===== config.mk =====
export PLATFORM = sky130hd
export DESIGN_NAME = dual_irq_ctrl
export DESIGN_NICKNAME = d
export VERILOG_FILES = /design/src/rtl/dual_irq_ctrl.sv
export SDC_FILE = /design/constraint.sdc
export NUM_CORES = 1
export LEC_CHECK = 0
export BUFFER_PORTS_ARGS = -buffer_cell sky130_fd_sc_hd__buf_4
export CELL_PAD_IN_SITES_DETAIL_PLACEMENT = 1
export CELL_PAD_IN_SITES_GLOBAL_PLACEMENT = 1
export CORE_AREA = 2 2 163 165
export DETAILED_ROUTE_END_ITERATION = 7
export DIE_AREA = 0 0 165 167
export PLACE_DENSITY = 0.85
export SLEW_MARGIN = 25
export SYNTH_ARGS = -nofsm -noshare
export SYNTH_HDL_FRONTEND = slang
export SYNTH_SLANG_ARGS = --single-unit

===== constraint.sdc =====
create_clock -name clk -period 4.36 [get_ports clk]
set_input_delay 0.654 -clock clk [delete_from_list [all_inputs] [get_ports clk]]
set_output_delay 0.654 -clock clk [all_outputs]
set_load 0.05 [all_outputs]

===== src/rtl/dual_irq_ctrl.sv =====
module dual_irq_ctrl #(
  parameter int NSRC   = 32,
  parameter int DW     = 32,
  parameter int AW     = 3,
  parameter int VSHIFT = 9
) (
  input  logic            clk,
  input  logic            rst_n,
  input  logic [NSRC-1:0] src_i,
  input  logic            wr_en,
  input  logic [AW-1:0]   addr,
  input  logic [DW-1:0]   wr_data,
  output logic [DW-1:0]   rd_data,
  output logic            irq_o,
  output logic            crit_irq_o
);
  localparam int IW = $clog2(NSRC);
  localparam logic [AW-1:0] A_STAT = AW'(0);
  localparam logic [AW-1:0] A_EN   = AW'(1);
  localparam logic [AW-1:0] A_CRIT = AW'(2);
  localparam logic [AW-1:0] A_POL  = AW'(3);
  localparam logic [AW-1:0] A_TRIG = AW'(4);
  localparam logic [AW-1:0] A_MSK  = AW'(5);
  localparam logic [AW-1:0] A_VCFG = AW'(6);
  localparam logic [AW-1:0] A_VEC  = AW'(7);
  localparam logic [DW-1:0] VCFG_KEEP = {{(DW-2){1'b1}}, 2'b01};

  logic [NSRC-1:0] st_q, en_q, crit_q, pol_q, trig_q, src_q;
  logic [DW-1:0]   vcfg_q;
  logic [NSRC-1:0] act_now, act_prev, clr, pend_n, pend_c;
  logic [IW-1:0]   hi_idx, lo_idx, pos;
  logic [DW-1:0]   vec;

  // sources in bit-reversed order; active when input equals polarity bit
  always_comb begin
    for (int i = 0; i < NSRC; i++) begin
      act_now[NSRC-1-i]  = src_i[i] ~^ pol_q[NSRC-1-i];
      act_prev[NSRC-1-i] = src_q[i] ~^ pol_q[NSRC-1-i];
    end
  end

  assign clr    = (wr_en && addr == A_STAT) ? wr_data[NSRC-1:0] : '0;
  assign pend_n = st_q & en_q & ~crit_q;
  assign pend_c = st_q & en_q & crit_q;
  assign irq_o      = |pend_n;
  assign crit_irq_o = |pend_c;

  always_ff @(posedge clk or negedge rst_n) begin
    if (!rst_n) begin
      st_q   <= '0;
      en_q   <= '0;
      crit_q <= '0;
      pol_q  <= '0;
      trig_q <= '0;
      src_q  <= '0;
      vcfg_q <= '0;
    end else begin
      src_q <= src_i;
      st_q  <= (st_q & ~clr) | (~trig_q & act_now) | (trig_q & act_now & ~act_prev);
      if (wr_en) begin
        case (addr)
          A_EN:    en_q   <= wr_data[NSRC-1:0];
          A_CRIT:  crit_q <= wr_data[NSRC-1:0];
          A_POL:   pol_q  <= wr_data[NSRC-1:0];
          A_TRIG:  trig_q <= wr_data[NSRC-1:0];
          A_VCFG:  vcfg_q <= wr_data & VCFG_KEEP;
          default: ;
        endcase
      end
    end
  end

  always_comb begin
    hi_idx = '0;
    lo_idx = '0;
    for (int i = 0; i < NSRC; i++)
      if (pend_c[i]) hi_idx = IW'(i);
    for (int i = NSRC-1; i >= 0; i--)
      if (pend_c[i]) lo_idx = IW'(i);
    pos = vcfg_q[0] ? (IW'(NSRC-1) - hi_idx) : lo_idx;
    vec = crit_irq_o ? ({vcfg_q[DW-1:2], 2'b00} + (DW'(pos) << VSHIFT)) : '0;
  end

  always_comb begin
    case (addr)
      A_STAT:  rd_data = DW'(st_q);
      A_EN:    rd_data = DW'(en_q);
      A_CRIT:  rd_data = DW'(crit_q);
      A_POL:   rd_data = DW'(pol_q);
      A_TRIG:  rd_data = DW'(trig_q);
      A_MSK:   rd_data = DW'(st_q & en_q);
      A_VCFG:  rd_data = vcfg_q;
      A_VEC:   rd_data = vec;
      default: rd_data = '0;
    endcase
  end
endmodule


==> flow_metrics.tcl, run 1 <==
set metrics [dict create \
    status "complete, but fails checks" \
    violations "negative setup slack" \
    clkTransAtPathRegs_ns 0.06 \
    start_util_pct 47.7 \
    core_area_sq_um 25800 \
    netlist_instances 1178 \
    r2r_slack_ns 3.17 \
    n_fill_cell 2719 \
    placed_area_sq_um 13700 \
    synth-edff-count 0 \
    overflow 0 \
    cp.arrival_ns 3.96 \
    num_vias 11200 \
    grt_pass1_wl_microns 70300 \
    highest-signal-layer "met5" \
    num_antenna_cells 0 \
    worstMarginPinSlew_ns 1.01 \
    fin_skew_ns 0.0151 \
    grt_max_degree 114 \
    track_usage_pct 33.2 \
    design_area_sq_um 15500 \
    reg2reg_depth 4 \
    synth_top_area_share_pct 45.4 \
    wirelength_microns 46300 \
    slew-limit-headroom_pct 32.6 \
    hp-class "in2async" \
    max_freq_ghz 0.217 \
    setup_viol 20 \
    io_buffers 103 \
    pin_count 104 \
    synth_warnings 0 \
    fin_crit_ns 4.62 \
    ir_drop_mv 0.306 \
    area_growth_pct 25.9 \
    r2r_start "crit_q[8]" \
    wl_met1_microns 18200 \
    dp_hpwl_microns 29500 \
    critPathKind "reg2out" \
    ys_ff_latch 223 \
    cts_buffer_depth 3 \
    worstSetupEndpointType "output port" \
    clock-root-buffer "clkbuf_16" \
    cts_buffers 26 \
    yosysUniqueCellTypes 67 \
    clk_latency_ns 0.54 \
    synth_nets 1255 \
    wl_met2_microns 21800 \
    async_reset_ff_share_pct 100 \
    hold_viol 0 \
    via_per_inst 6.52 \
    drcViolationCount 0 \
    wl_per_cell_microns 27.1 \
    antenna_found_initial 1 \
    post-route-period-util_pct 106 \
    drive_gt1_share_pct 35.4 \
    timing.rr.end "crit_q[8]" \
    synth_top_area_cell "dfrtp_1" \
    nets 1436 \
    fp-row-count 59 \
    drt_iter0_drc 924 \
    fin_ws_ns -0.256 \
    yosysSeqAreaShare_pct 45.4 \
    ctsHoldBuffers 0 \
    syn_area_sq_um 12300 \
    drtAntennaViolNets 0 \
    fin_util_pct 60.0 \
    leakagePower_nw 6.55 \
    holdWs_ns 0.198 \
    cts.sink_count 223 \
    rsz0062_at_grt "true" \
    drv_slew 0 \
    grt_pass1_vias 12000 \
    drt_pass1_iterations 5 \
    synth.avg_cell_area_sq_um 10.4 \
    startpoint_type "register" \
    critPathRequiredTime_ns 3.71 \
    chipHeight_microns 167 \
    cts_tree "done" \
    crit_path_max_fanout 5 \
    die_w_microns 165 \
    die_area_sq_um 27600 \
    synthFlopType "dfrtp_1" \
    h-tree-depth 1 \
    ys_top_cells_by_area "dfrtp_1 45%, mux2_2 11%, nand2_1 3.7%, xnor2_1 3.3%, mux2i_1 3.1%" \
    routed-wl-met3_microns 3810 \
    max_cap_violations 0 \
    power_density_nw_per_um2 519 \
    place_congestion 0.984 \
]
metal layers:
metal / track usage [%] / vias to the layer above
li1: - / 4676
met1: 42.9 / 5746
met2: 53.9 / 565
met3: 5.75 / 174
met4: 16.1 / 2
met5: 0 / -
how the worst max path moves through the flow:
| stage | cells past startpoint | endpoint | start | slack, ns |
|---|---|---|---|---|
| after floorplan | 14 | rd_data[17] | st_q[18] | 0.25 |
| after global placement | 16 | rd_data[26] | crit_q[4] | 0.04 |
| after detailed placement | 16 | rd_data[14] | crit_q[4] | -0.10 |
| after CTS | 15 | rd_data[14] | en_q[4] | -0.14 |
| after global routing | 15 | rd_data[16] | crit_q[5] | -0.34 |
| final | 16 | rd_data[21] | en_q[4] | -0.26 |
cell families after synthesis:
| group | share of synthesized area [%] |
|---|---|
| compound gates | 16.0 |
| xor+xnor | 5.63 |
| fa+ha+maj | 0.774 |
| buf+inv | 2.88 |
| flops | 45.4 |
| mux | 17.0 |
| simple gates | 12.2 |
cells in the mapped netlist (6+ instances only):
library cell and instances:
a21o_1 31, and3_1 24, xor2_1 33, o21ai_1 12, nand3_1 35, o21ai_0 53
a221oi_1 18, o211ai_1 12, o22ai_1 24, nand4_1 15, dfrtp_1 223, mux2_1 31
a221oi_2 12, inv_1 19, ha_1 6, buf_2 25, nand2b_1 7, xnor2_1 46
mux2_2 119, nand2_1 121, a21oi_1 73, nor2_1 71, a211oi_1 7, o221ai_1 8
clkbuf_1 27, nand3_2 7, mux2i_1 38
area by class of cell:
class,count,area [sq um],area share [%]
timing repair buffer,211,1720,11.1
tap,335,419,2.71
inverter,22,82.6,0.534
sequential,223,5600,36.2
clock buffer,38,807,5.22
clock inverter,7,35.0,0.227
multi-input combinational,875,6800,44.0
sequential cells by signal, indices dropped and copies added (netlist names):
name    flops
pol_q      32
vcfg_q     31
en_q       32
src_q      32
trig_q     32
st_q       32
crit_q     32
repair_timing:
| item | in CTS | in global routing |
|---|---|---|
| setup buffers | 31 | 21 |
| gates resized for setup | 101 | 32 |
| pin swaps | 34 | 34 |
| gates cloned | 1 | 0 |
| setup endpoints to repair | 19 | 20 |
per-stage QoR:
step	instances	worst slack (ns)	TNS (ns)	total power, mW
finish	1711	-0.256	-3.50	8.03
global route	1711	-0.340	-5.39	8.34
CTS	1690	-0.145	-1.01	7.73
detailed placement	1614	-0.104	-0.191	5.25
global placement	1614	0.0363	0	5.14
floorplan	1178	0.245	0	4.34
where the power goes:
part           switching, mW  internal [mW]
Combinational           1.66           1.31
Clock                  0.888           1.27
Sequential             0.465           2.44
Total                   3.01           5.02
cell usage in the layout (no fill, tap or decap), drive strengths merged, types with 8 or more instances in the layout:
master / count
a21o: 31
o21ai: 65
inv: 22
xor2: 33
o22ai: 24
clkbuf: 38
nand3: 42
mux2: 150
mux2i: 38
and3: 24
a21oi: 73
nand2: 121
nand4: 17
buf: 211
a221oi: 30
nor2: 71
o221ai: 8
o211ai: 12
dfrtp: 223
xnor2: 46
critical path, stage by stage, from the launching register on:
cell      delay [ns]
dfrtp_1         0.44
and3_4          0.22
a211oi_4        0.26
o211ai_1        0.15
a211oi_2        0.21
o21ai_1         0.09
a221o_1         0.37
buf_4           0.15
fa_2            0.37
a21oi_4         0.15
o21ai_2         0.10
buf_6           0.16
nand3_2         0.09
xnor2_1         0.14
nand2_1         0.10
a21oi_2         0.21
buf_6           0.18
Note: power is estimated with default switching activity, not from simulation.
==> run 2: changes to the inputs <==
SKIP_LAST_GASP = 1   (was default)
==> flow_metrics.tcl, run 2 (same netlist as run 1, synthesis figures left out) <==
set metrics [dict create \
    slew-limit-headroom_pct 32.7 \
    clock-root-buffer "clkbuf_16" \
    clk_latency_ns 0.55 \
    cp.arrival_ns 3.95 \
    dp.cells 1614 \
    n_fill_cell 2728 \
    num_vias 11200 \
    die_w_microns 165 \
    multi_input_area_sq_um 6820 \
    drv_slew 0 \
    seq_area_sq_um 5600 \
    drt_iter0_drc 1045 \
    place_congestion 0.984 \
    leakagePower_nw 6.52 \
    drt_pass1_iterations 5 \
    rsz0062_at_grt "true" \
    tns_ns -3.12 \
    ir_drop_mv 0.307 \
    fin_skew_ns 0.0160 \
    worstSetupEndpointType "output port" \
    dp_hpwl_microns 29500 \
    clkTransAtPathRegs_ns 0.05 \
    power_mw 8.03 \
    drcViolationCount 0 \
    status "complete, but fails checks" \
    design_area_sq_um 15500 \
    max_cap_violations 0 \
    critPathKind "reg2out" \
    grt_pass1_vias 12000 \
    final_cell_mix "210 x dfrtp_1, 181 x buf_4, 120 x nand2_1, 119 x mux2_2, 66 x a21oi_1" \
    grt_max_degree 114 \
    critPathRequiredTime_ns 3.71 \
    mostFrequentLayoutCell "dfrtp_1" \
    chipHeight_microns 167 \
    stdcell_count 1709 \
    drtAntennaViolNets 0 \
    area_growth_pct 25.9 \
    via_per_inst 6.58 \
    slowest_delay_ns 0.44 \
    hold_viol 0 \
    wl_per_cell_microns 27.2 \
    fin_ws_ns -0.247 \
    violations "negative setup slack" \
    placed_area_sq_um 13700 \
    post-route-period-util_pct 106 \
    grt_pass1_wl_microns 69800 \
    pre_cts_ws_ns -0.104 \
    hp-class "in2async" \
    start_util_pct 47.7 \
    power_density_nw_per_um2 519 \
    drive_gt1_share_pct 35.4 \
    slowest_stage "dfrtp_1" \
    fp-row-count 59 \
    holdWs_ns 0.204 \
    cts_tree "done" \
    pin_count 104 \
    cp.buffers_inverters 4 \
    cts_buffer_depth 3 \
    io_buffers 103 \
    cts_buffers 26 \
    track_usage_pct 33.0 \
    max_freq_ghz 0.217 \
    wirelength_microns 46500 \
    startpoint_type "register" \
    core_area_sq_um 25800 \
    fin_util_pct 60.0 \
    crit_path_max_fanout 5 \
    critPathTopFamily "compound AO/OA/AOI/OAI gates" \
    h-tree-depth 1 \
    worstMarginPinSlew_ns 1.01 \
    setup_viol 19 \
    fin_crit_ns 4.61 \
    nets 1433 \
    crit_chain "nand3_2, and4_1, a21oi_1, o21ai_0, a21oi_1, o32ai_2, ha_2, inv_2, nor3_4, buf_6, buf_4, o21ai_2, xnor2_2, a221oi_2, nor2_1, buf_6" \
    ctsHoldBuffers 0 \
    overflow 0 \
    die_area_sq_um 27600 \
    cts.sink_count 223 \
    antenna_found_initial 1 \
]
==> run 2: cell types whose count changed in the layout (fill, tap and decap cells not counted), moves of 2 or more <==
cell	previous run	this run
xnor2_1	43	45
buf_4	184	181
nand3_1	14	17
nand3_4	6	8
nand3_2	22	17
xnor2_2	3	1
==> run 2: report_power, final <==
group	switching [mW]	internal, mW	total, mW
registers	0.472	2.44	2.91
logic	1.65	1.30	2.95
clock network	0.898	1.27	2.17
total	3.02	5.01	8.03
==> run 2: worst paths after layout <==
check                                from           to  slack (ns)  cells after the start
worst min register to register  vcfg_q[8]    vcfg_q[8]        0.51                      1
min in group clk                src_i[30]    src_q[30]        0.23                      1
max in group asynchronous           rst_n   crit_q[17]        3.16                      2
worst max register to register  crit_q[8]    crit_q[8]        3.17                      4
worst min-delay path                rst_n    pol_q[25]        0.20                      1
worst max-delay path             st_q[25]  rd_data[22]       -0.25                     16
==> run 2: timing repair <==
item / 4_1_cts / 5_1_grt
setup buffers: 31 / 18
gates resized for setup: 95 / 43
pin swaps: 34 / 40
gates cloned: 1 / 0
endpoints found under the setup margin: 19 / 20
==> run 2: final cells by class <==
type	instances	area share [%]
clock inverter	7	0.227
tap	335	2.71
inverter	22	0.534
timing repair buffer	208	11.0
clock buffer	38	5.22
antenna	1	0.0162
multi-input combinational	875	44.1
sequential	223	36.2
==> run 2: routing by layer <==
metal  up-vias  routed length [microns]  GRT usage, %
li1       4668                        -             -
met1      5797                    18300          42.4
met2       584                    22100          53.3
met3       188                     3610          6.25
met4         0                     2420          16.5
met5         -                        0             0
==> run 3: changes to the inputs <==
SKIP_CTS_REPAIR_TIMING = 1   (was default)
==> flow_metrics.tcl, run 3 (same netlist as run 1, synthesis figures left out) <==
set metrics [dict create \
    die_w_microns 165 \
    fin_crit_ns 4.65 \
    mostFrequentLayoutCell "dfrtp_1" \
    ir_drop_mv 0.309 \
    grt_pass1_wl_microns 67000 \
    power_mw 7.69 \
    setup_viol 19 \
    drtAntennaViolNets 0 \
    dp_hpwl_microns 29500 \
    die_area_sq_um 27600 \
    h-tree-depth 1 \
    rsz0062_at_grt "true" \
    placed_area_sq_um 13700 \
    startpoint "en_q[5]" \
    final_cell_mix "213 x dfrtp_1, 153 x buf_4, 121 x nand2_1, 119 x mux2_2, 67 x a21oi_1" \
    track_usage_pct 31.6 \
    tns_ns -4.10 \
    clkTransAtPathRegs_ns 0.06 \
    critPathKind "reg2out" \
    grt_pass1_vias 11500 \
    overflow 0 \
    fp-row-count 59 \
    design_area_sq_um 15000 \
    startpoint_type "register" \
    fin_ws_ns -0.293 \
    hp-class "in2async" \
    worstSetupEndpointType "output port" \
    via_per_inst 6.47 \
    worstMarginPinSlew_ns 1.04 \
    power_density_nw_per_um2 512 \
    r2r_slack_ns 3.20 \
    drive_gt1_share_pct 32.1 \
    place_congestion 0.984 \
    cts.sink_count 223 \
    grt_max_degree 114 \
    max_cap_violations 0 \
    holdWs_ns 0.196 \
    wirelength_microns 44000 \
    chipHeight_microns 167 \
    max_freq_ghz 0.215 \
    drv_slew 0 \
    cp.arrival_ns 4.00 \
    area_growth_pct 22.4 \
    fin_skew_ns 0.0181 \
    timing.rr.end "st_q[19]" \
    status "complete, but fails checks" \
    io_buffers 103 \
    drt_pass1_iterations 5 \
    violations "negative setup slack" \
    crit_path_max_fanout 9 \
    r2r_start "trig_q[19]" \
    drt_iter0_drc 1020 \
    endpoint "rd_data[17]" \
    antenna_found_initial 1 \
    clock-root-buffer "clkbuf_16" \
    start_util_pct 47.7 \
    drcViolationCount 0 \
    cts_tree "done" \
    clk_latency_ns 0.54 \
    reg2reg_depth 2 \
    slew-limit-headroom_pct 30.2 \
    core_area_sq_um 25800 \
    pin_count 104 \
    critPathRequiredTime_ns 3.71 \
    cts_buffer_depth 3 \
    hold_viol 0 \
    num_vias 10800 \
    nets 1401 \
    post-route-period-util_pct 107 \
    n_fill_cell 2743 \
    leakagePower_nw 6.36 \
    wl_per_cell_microns 26.3 \
    cts_buffers 26 \
]
## run 3: metal layers
layer | GRT usage [%] | share of wire, %
met1 | 41.6 | 41
met5 | 0 | 0
met2 | 52.4 | 48
met3 | 4.81 | 6.6
met4 | 12.2 | 4.0
## run 3: worst min-delay path by stage
stage / start / endpoint / slack, ns / cells after the start
after global placement: vcfg_q[2] / vcfg_q[2] / 0.48 / 1
after floorplan: rst_n / crit_q[0] / 0.36 / 0
final: rst_n / pol_q[25] / 0.20 / 1
after global routing: src_i[31] / src_q[31] / 0.23 / 1
after detailed placement: vcfg_q[2] / vcfg_q[2] / 0.49 / 1
after CTS: src_i[31] / src_q[31] / 0.23 / 1
## run 3: layout make-up
cell class | instances | area, sq um | share of cell area (%)
clock buffer | 38 | 807 | 5.37
sequential | 223 | 5590 | 37.2
tap | 335 | 419 | 2.79
clock inverter | 7 | 35.0 | 0.233
multi-input combinational | 875 | 6650 | 44.2
timing repair buffer | 176 | 1450 | 9.62
inverter | 22 | 82.6 | 0.549
antenna | 1 | 2.50 | 0.0166
## run 3: power breakdown
part	total [mW]	switching (mW)	internal, mW
registers	2.90	0.467	2.44
clock network	2.16	0.887	1.27
logic	2.63	1.49	1.14
total	7.69	2.85	4.84
## run 3: critical path, cell delays in order, from the launching register on
cell,delay (ns)
dfrtp_2,0.43
and3_4,0.20
a211oi_4,0.21
o211ai_1,0.13
a211oi_2,0.25
o21ai_1,0.11
a221o_1,0.42
buf_4,0.17
fa_2,0.37
a21oi_2,0.18
o21ai_1,0.09
buf_6,0.16
nand4_1,0.11
xnor2_1,0.13
a21oi_1,0.10
a21oi_1,0.17
buf_4,0.22
## run 3: per-stage QoR
step / cells / worst slack, ns / utilization (%)
after floorplan: 1178 / 0.245 / -
after global placement: 1614 / 0.0363 / 53.2
after detailed placement: 1614 / -0.104 / 53.2
after CTS: 1659 / -0.719 / 56.5
after global routing: 1676 / -0.442 / 58.3
final: 1677 / -0.293 / 58.3
